--- src/rtl/cfg_guard.sv ---
module cfg_guard #(
  parameter int CFG_W = 8,
  parameter int WDT_BIT = 7,
  parameter logic [CFG_W-1:0] DEFAULT_CFG = 8'h80,
  parameter int TIMEOUT = 20_000_000,
  parameter int TEMP_W = 10,
  parameter logic [TEMP_W-1:0] TRIP_CODE = 10'd580,
  parameter logic [TEMP_W-1:0] HYST = 10'd16
) (
  input  logic              clk,
  input  logic              rst_n,
  input  logic              sck_evt,
  input  logic              wr_en,
  input  logic [CFG_W-1:0]  wr_data,
  input  logic [TEMP_W-1:0] temp_code,
  input  logic              standby,
  input  logic              tmp_rd,
  output logic [CFG_W-1:0]  cfg_q,
  output logic              wdt_n,
  output logic              thsd,
  output logic              if_block
);

  localparam int CW = $clog2(TIMEOUT + 1);
  localparam logic [CW-1:0] LAST = CW'(TIMEOUT - 1);
  localparam logic [TEMP_W-1:0] COOL_CODE = TRIP_CODE - HYST;

  logic [CW-1:0] cnt;

  wire wdt_en  = cfg_q[WDT_BIT];
  wire timeout = wdt_en && wdt_n && !sck_evt && (cnt == LAST);
  wire trip    = !standby && !if_block && (temp_code > TRIP_CODE);
  wire cooled  = temp_code <= COOL_CODE;

  always_ff @(posedge clk or negedge rst_n) begin
    if (!rst_n)
      cnt <= '0;
    else if (sck_evt || !wdt_en || !wdt_n || timeout)
      cnt <= '0;
    else
      cnt <= cnt + 1'b1;
  end

  always_ff @(posedge clk or negedge rst_n) begin
    if (!rst_n)
      wdt_n <= 1'b1;
    else if (sck_evt)
      wdt_n <= 1'b1;
    else if (timeout)
      wdt_n <= 1'b0;
  end

  always_ff @(posedge clk or negedge rst_n) begin
    if (!rst_n)
      if_block <= 1'b0;
    else if (standby)
      if_block <= 1'b0;
    else if (trip)
      if_block <= 1'b1;
    else if (cooled)
      if_block <= 1'b0;
  end

  always_ff @(posedge clk or negedge rst_n) begin
    if (!rst_n)
      thsd <= 1'b0;
    else if (trip)
      thsd <= 1'b1;
    else if (tmp_rd)
      thsd <= 1'b0;
  end

  always_ff @(posedge clk or negedge rst_n) begin
    if (!rst_n)
      cfg_q <= DEFAULT_CFG;
    else if (trip || timeout)
      cfg_q <= DEFAULT_CFG;
    else if (wr_en && !if_block)
      cfg_q <= wr_data;
  end

endmodule

--- config.mk ---
export PLATFORM = sky130hd
export DESIGN_NAME = cfg_guard
export DESIGN_NICKNAME = d
export VERILOG_FILES = /design/src/rtl/cfg_guard.sv
export SDC_FILE = /design/constraint.sdc
export NUM_CORES = 1
export LEC_CHECK = 0
export BUFFER_PORTS_ARGS = -buffer_cell sky130_fd_sc_hd__buf_2
export CAP_MARGIN = 0
export CORE_ASPECT_RATIO = 0.8
export CORE_MARGIN = 2
export CORE_UTILIZATION = 45
export CTS_BUF_LIST = sky130_fd_sc_hd__clkbuf_8
export CTS_CLUSTER_SIZE = 10
export DETAILED_ROUTE_END_ITERATION = 8
export PLACE_DENSITY_LB_ADDON = 0.2
export SLEW_MARGIN = 20
export SYNTH_ARGS = -nofsm -noshare
export SYNTH_HDL_FRONTEND = slang
export SYNTH_SLANG_ARGS = --single-unit
--- constraint.sdc ---
create_clock -name clk -period 2.9 [get_ports clk]
set_clock_uncertainty 0.2 [all_clocks]
set_input_delay 0.58 -clock clk [delete_from_list [all_inputs] [get_ports clk]]
set_output_delay 0.58 -clock clk [all_outputs]
set_load 0.02 [all_outputs]
==> flow_summary.yaml <==
placement:
  gp_congestion: 0.921
  numPortBuffers: 34
  dp_slack_ns: 0.458
  hpwl_mm: 2.94
detailed_routing:
  wirelength_mm: 3.99
  drt-initial-drc-count: 104
  viasPerCell: 5.49
  dr.pass1.iters: 4
  drc_errors: 0
  routedWlPerCell_um: 14.4
  vias: 1520
  ant_nets: 0
die:
  core.rowCount: 20
  die_area_mm2: 0.00471
  die_y_um: 61.8
  initial_core_util_pct: 48.1
  io_pins: 35
  die_w_um: 76.2
  core-area_mm2: 0.00390
setup_path:
  critPathKind: "reg -> reg"
  crit_fanout: 17
  path_cells: "ha_1, nand2_1, or4_4, o21ai_4, buf_4, nor2_1"
  worstSetupStartpointType: "flip-flop"
  cp.required_ns: 2.87
  end_kind: "flip-flop"
  worstPathArrival_ns: 2.42
  max_stage_delay_ns: 0.57
  cp_slowest_cell: "or4_4"
timing:
  fmax_mhz: 408
  worst_slack_ns: 0.447
  post-route-min-period_ns: 2.45
  final.setup.tns_ns: 0
  maxSlewViolCount: 0
  setup_viol: 0
  rsz0062_at_grt: "no"
  slew_headroom_pct: 49.1
  tightest_slew_ns: 0.764
  holdWs_ns: 0.164
  hold_viol: 0
  period_share_pct: 84.6
synthesis:
  yosysSeqAreaShare_pct: 48.1
  ys_types: 41
  ys_ff_latch: 36
  postSynthCellCount: 184
  syn-num-nets: 209
  synth-edff-count: 0
  syn_avg_cell_area_um2: 10.2
  synth_area_mm2: 0.00188
  ys.flop_type: "dfrtp_1"
  ys_warn_count: 0
  synth_async_sr_flop_share_pct: 100
grt:
  track_usage_pct: 18.0
  overflow: 0
  grt_max_degree: 37
  grt_pass1_wl_mm: 6.70
  grt_pass1_vias: 1418
  antenna_found_initial: 0
cts:
  cts_buffers: 5
  clk_pin_slew_ns: 0.06
  cts_hold_buffers: 0
  worstSkewPairLatency_ns: 0.29
  cts_setup_buffers: 0
  h-tree-depth: 2
  cts_max_path_buffers: 2
  cts_tree: "done"
  post_cts_resized: 0
  clock-sinks: 36
  cts_root_buf: "clkbuf_8"
run_status:
  status: "finished, final reports clean"
power:
  p_clk_share_pct: 34.3
  max-vdd-ir-drop_mv: 0.296
  p_sw_mw: 0.269
  p_leak_nw: 0.955
  powerDensity_mw_per_mm2: 474
  pwr-share-seq_pct: 52.4
  combPwrFrac_pct: 13.3
  switching_share_pct: 26.0
  intPower_mw: 0.765
layout:
  drive_gt1_share_pct: 25.2
  fin_nets: 246
  layout_common_cells: "dfrtp_1, buf_2, nor2_1, nand3_1, nand2_1"
  diodes: 0
  syn2layout_area_growth_pct: 16.1
min_path:
  min_path_type: "in -> async"
run:
  maxCapViolCount: 0
## power by group through the flow
| stage | Sequential [mW] | Clock (mW) | Combinational (mW) |
|---|---|---|---|
| after floorplan | 0.574 | 0 | 0.0596 |
| after global placement | 0.548 | 0 | 0.136 |
| after detailed placement | 0.550 | 0 | 0.140 |
| after CTS | 0.541 | 0.365 | 0.140 |
| after global routing | 0.544 | 0.392 | 0.153 |
| final | 0.541 | 0.355 | 0.138 |
## worst paths after layout
path / cells after the start / slack, ns / endpoint / from
min in group clk: 2 / 0.29 / thsd / tmp_rd
setup / recovery: 6 / 0.45 / cnt[11] / cnt[0]
max in group asynchronous: 1 / 1.85 / cnt[15] / rst_n
hold reg to reg: 1 / 0.30 / cnt[0] / cnt[0]
hold / removal: 1 / 0.16 / cnt[4] / rst_n
setup reg to reg: 6 / 0.45 / cnt[11] / cnt[0]
## layer usage
metal / up-vias / global-route usage [%] / wire length [um]
li1: 752 / - / -
met1: 735 / 25.3 / 2020
met2: 26 / 27.8 / 1770
met5: - / 0 / 0
met4: 0 / 5.71 / 41
met3: 7 / 4.62 / 163
## final cells by class
type                    count  area, um2
fillers                   352       1720
inverters                   4       15.0
clock inverters             2       7.51
flip-flops and latches     36        903
clock buffers               6       82.6
repair buffers             36        185
well taps                  55       68.8
multi-input cells         138        918
## logic make-up (layout without fill, tap and decap cells)
| group | Yosys count | after routing | share of synthesized area, % |
|---|---|---|---|
| xor gates and xnor gates | 14 | 14 | 6.53 |
| DFF | 36 | 36 | 48.1 |
| adders and majority gates | 1 | 1 | 0.666 |
| muxes | 8 | 8 | 4.33 |
| AOI/OAI and AO/OA | 25 | 25 | 9.33 |
| and+or+nand+nor | 90 | 90 | 28.0 |
| buffers and inverters | 10 | 48 | 3.00 |
## stage by stage
stage          util, %  area [um2]  power (mW)  std cells
5_1_grt           55.9        2180        1.09        277
4_1_cts           55.9        2180        1.05        277
3_5_place_dp      53.6        2090       0.690        269
2_1_floorplan        -        1880       0.634        184
6_report          55.9        2180        1.03        277
3_3_place_gp      53.6        2090       0.685        269
## worst max-delay path, delay by kind of cell (launching register included)
| kind | cells | cell delay, ns |
|---|---|---|
| and+or+nand+nor | 3 | 0.82 |
| DFF | 1 | 0.40 |
| adders and majority gates | 1 | 0.34 |
| AOI/OAI and AO/OA | 1 | 0.29 |
| buffers and inverters | 1 | 0.28 |
## sequential cells by signal (all words and copies together), names as in the netlist
register and count:
wdt_n 1, cnt 25, thsd 1, cfg_q 8
if_block 1
## synthesized netlist by cell type (all sizes together), types with 2 or more instances
library cell | n | share of area (%)
xnor2 | 6 | 2.8
and4 | 4 | 1.9
or3 | 7 | 2.6
and3 | 2 | 0.67
nor4b | 2 | 0.93
nand2 | 11 | 2.2
nand4 | 9 | 4.1
or4 | 5 | 2.2
and2 | 2 | 0.67
inv | 4 | 0.80
a21oi | 9 | 2.8
o31ai | 3 | 1.2
nor4 | 5 | 1.7
xor2 | 8 | 3.7
dfrtp | 34 | 45
dfstp | 2 | 2.8
mux2i | 7 | 3.7
nand3 | 12 | 3.2
buf | 5 | 2.0
nor3 | 9 | 2.4
nor2 | 19 | 3.9
o21ai | 9 | 3.0
Power figures use the tool's default switching activity.
